$ cat config.mk
export PLATFORM = sky130hd
export DESIGN_NAME = burst_addr_gen
export DESIGN_NICKNAME = d
export VERILOG_FILES = /design/src/rtl/burst_addr_gen.sv
export SDC_FILE = /design/constraint.sdc
export NUM_CORES = 1
export LEC_CHECK = 0
export ABC_AREA = 1
export ABC_CLOCK_PERIOD_IN_PS = 1500
export BUFFER_PORTS_ARGS = -buffer_cell sky130_fd_sc_hd__buf_4
export CORE_ASPECT_RATIO = 0.8
export CORE_UTILIZATION = 34
export CTS_CLUSTER_DIAMETER = 100
export DETAILED_ROUTE_END_ITERATION = 16
export PLACE_DENSITY = 0.62
export SETUP_SLACK_MARGIN = 0.5
export SLEW_MARGIN = 20
export SYNTH_ARGS = -nofsm -noshare
export SYNTH_HDL_FRONTEND = slang
export SYNTH_SLANG_ARGS = --single-unit
$ cat constraint.sdc
create_clock -name clk -period 1.5 [get_ports clk]
set_input_delay 0.075 -clock clk [delete_from_list [all_inputs] [get_ports clk]]
set_output_delay 0.075 -clock clk [all_outputs]
set_load 0.005 [all_outputs]
$ cat src/rtl/burst_addr_gen.sv
module burst_addr_gen #(
  parameter int ADDR_W = 20
) (
  input  logic              clk,
  input  logic              rst_n,
  input  logic              load,
  input  logic              step_n,
  input  logic              mode_ilv,
  input  logic [ADDR_W-1:0] addr_in,
  output logic [ADDR_W-1:0] burst_addr,
  output logic [1:0]        offset,
  output logic [1:0]        beat
);

  localparam int OFS_W = 2;
  localparam int UP_W  = ADDR_W - OFS_W;

  logic [UP_W-1:0]  upper_q;
  logic [OFS_W-1:0] start_q;
  logic [OFS_W-1:0] beat_q;
  logic             ilv_q;

  always_ff @(posedge clk or negedge rst_n) begin
    if (!rst_n) begin
      upper_q <= '0;
      start_q <= '0;
      beat_q  <= '0;
      ilv_q   <= 1'b0;
    end else if (load) begin
      upper_q <= addr_in[ADDR_W-1:OFS_W];
      start_q <= addr_in[OFS_W-1:0];
      beat_q  <= '0;
      ilv_q   <= mode_ilv;
    end else if (!step_n) begin
      beat_q  <= beat_q + 1'b1;
    end
  end

  assign offset     = ilv_q ? (start_q ^ beat_q) : (start_q + beat_q);
  assign beat       = beat_q;
  assign burst_addr = {upper_q, offset};

endmodule


==> impl_metrics.tcl <==
set metrics [dict create \
    wirelength_um 2370 \
    power_per_cell_area_nw_per_um2 812 \
    cell_chain_of_the_critical_path "ha_4 > inv_1 > nor2_1 > nand3_1 > nand2_1 > inv_2 > buf_4" \
    grt_first_pass_wirelength_um 3760 \
    post_synth_num_cell_types 11 \
    grt_max_degree 25 \
    critPathMaxStageDelay_ns 0.41 \
    relSlewSlack_pct 77.2 \
    globalplace.congestion 0.657 \
    critical_path.slowest_cell "dfrtp_1" \
    synth_simple_gate_area_share_pct 28.7 \
    critical_path_class "flip-flop to output port" \
    path_max_fanout 2 \
    globalRouteMet2Util_pct 29.4 \
    max_clock_freq_ghz 0.746 \
    drc 0 \
    routedWlPerCell_um 10.7 \
    floorplan.initialDensity_pct 37.6 \
    critical_path_buf_inv_count 3 \
    timing_max_transition_violations_final 0 \
    syn2layout_area_growth_pct 68.6 \
    cts.root.buffer_cell "clkbuf_4" \
    std_cell_rows 16 \
    unrepaired_setup_endpoints_after_global_routing "true" \
    p_switching_mw 0.336 \
    die_w_um 61.5 \
    synth_area_um2 963 \
    per_instance_average_area_after_synthesis_um2 8.45 \
    timing.final.hold_violations 0 \
    antenna_found_initial 0 \
    routed-via-count 937 \
    antenna_cells_inserted 0 \
    critPathRequiredTime_ns 1.42 \
    die_height_um 49.6 \
    placedInstanceArea_um2 1320 \
    total_number_of_nets_in_the_final_design 213 \
    synth_adder_area_share_pct 1.30 \
    synth_commonest_cells "nand2_1, dfrtp_1, inv_1" \
    synth_top_family_by_area "simple AND/OR/NAND/NOR gates" \
    post-route-period-util_pct 89.4 \
    synth_compound_gate_area_share_pct 2.08 \
    r2r-end "beat[1]" \
    hp-class "input port to flip-flop" \
    setup-tns-final_ns 0 \
    core_region_area_um2 2560 \
    outcome "completed" \
    worst_ep_arrival_time_ns 1.27 \
    timing.critical_path.from_type "flip-flop" \
    yosysTopAreaCellShare_pct 59.7 \
    p_int_mw 0.983 \
    number_of_enable_type_register_cells_in_the_synthesized_netlist 0 \
    peakVddDrop_mv 0.598 \
    synthTopCellsByArea "dfrtp_1, nand2_1, buf_4, buf_6, inv_1" \
    synth.yosys.warnings 0 \
    async_reset_ff_share_pct 100 \
    yosys.area_share.xor_xnor_pct 0 \
    clock_insertion_delay_worst_skew_ns 0.30 \
    global_route.usage.met1_pct 20.0 \
    vias_per_cell 4.22 \
    postSynthRegisterBits 23 \
    part_of_the_power_in_the_clock_network_pct 21.0 \
    setup.worst_path.end_class "output port" \
    holdCritStartpoint "load" \
    power.static_leakage_nw 0.881 \
    grt_usage_pct 16.8 \
    worst_clock_skew_ns 0.0000689 \
    clkTransAtPathRegs_ns 0.12 \
    setup.reg_to_reg.worst_slack_ns 0.45 \
    detailedPlacementHpwl_um 1490 \
    buffer_ports.inserted 48 \
    first_global_vias 913 \
    met3_track_utilization_from_global_routing_pct 5.77 \
    design_area_um2 1620 \
    setup-violations-final 0 \
    yosysSeqAreaShare_pct 59.7 \
    finalWorstPathRequiredPeriod_ns 1.34 \
    multiplexer_area_fraction_after_synthesis_pct 0 \
    max_cap_viol_count 0 \
    worst_r2r_path_depth 7 \
    syn_nets 140 \
    yosys.area.top_type "dfrtp_1" \
    worst_slew_pin_slew_ns 0.341 \
    whs_ns 0.119 \
    dr.pass1.iters 3 \
    swShare_pct 25.5 \
    htree_num_levels 1 \
    globalRouteOverflowTotal 0 \
    globalRoute.busiestLayer "met2" \
    die_area_um2 3050 \
    holdPathStages 3 \
    combinationalPowerShare_pct 25.2 \
    seqPwrFrac_pct 53.8 \
    numCtsBuffers 3 \
    antenna_violating_nets_remaining 0 \
    post_route_cells_drive_above_1_share_pct 31.7 \
    cts_num_sinks 23 \
    io_pins 49 \
    first_iter_violations 14 \
    r2r-start "beat[0]" \
    syn-instance-count 114 \
    critical_path.top_delay_family "flip-flops" \
    synth.most_common_cell "nand2_1" \
    tritoncts "yes" \
    dominantRegCellSynth "dfrtp_1" \
    timing.hold.worst_endpoint "upper_q[12]" \
    cts_max_path_buffers 2 \
]
==> worst min-delay path: stages <==
cell	delay, ns
buf_4	0.19
nand2_1	0.08
nand2_1	0.04
==> state kept, by name, indices dropped and copies added (netlist names) <==
signal and flops:
upper_q 18, ilv_q 1, beat 2, start_q 2
==> cells by family after synthesis <==
family / count (synthesis)
AOI/OAI and AO/OA: 4
adders and majority gates: 1
buffers and inverters: 13
DFF: 23
and+or+nand+nor: 73
==> through the flow <==
step	power, mW	setup slack [ns]	utilization, %	std cells
floorplan	0.823	0.501	-	114
global route	1.41	0.0514	63.4	222
finish	1.32	0.159	63.4	222
CTS	1.33	0.151	62.5	220
global placement	0.975	0.508	51.5	192
detailed placement	0.983	0.476	51.5	192
==> placed cells by master, fill, tap and decap left out <==
cell type and count:
a21oi_1 1, buf_4 47, buf_6 4, clkbuf_1 1, clkbuf_4 3, dfrtp_1 22, dfrtp_2 1, dlygate4sd3_1 23
ha_4 1, inv_1 4, inv_2 3, nand2_1 67, nand3_1 2, nor2_1 4, o21ai_0 3
==> power groups by stage <==
stage          registers [mW]  logic, mW  clock network, mW
3_3_place_gp            0.717      0.259                  0
3_5_place_dp            0.719      0.264                  0
2_1_floorplan           0.719      0.104                  0
5_1_grt                 0.716      0.370              0.320
6_report                0.709      0.333              0.277
4_1_cts                 0.709      0.325              0.293
==> worst max-delay path by stage <==
stage                               end  startpoint  depth (start not counted)
after detailed placement  burst_addr[1]     beat[0]                          7
final                     burst_addr[1]     beat[0]                          7
after floorplan               offset[1]     beat[0]                          7
after global routing      burst_addr[1]     beat[0]                          7
after CTS                 burst_addr[1]     beat[0]                          7
after global placement        offset[1]     beat[0]                          7
==> what timing repair did <==
action,in CTS,in global routing
hold endpoints to repair,45,0
hold buffers,23,0
setup endpoints to repair,5,7
pin swaps,2,2
gates resized for setup,3,4
setup buffers,1,2
==> layer usage <==
metal	up-vias	routed length (um)
met5	-	0
met4	0	0
met3	0	111
met2	24	1270
met1	432	994
li1	481	-
==> cell type report <==
cell class	count	area (um^2)
fillers	247	938
repair buffers	74	628
flip-flops and latches	23	577
multi-input cells	78	322
well taps	36	45.0
clock buffers	4	26.3
inverters	7	26.3
Power figures use the tool's default switching activity.
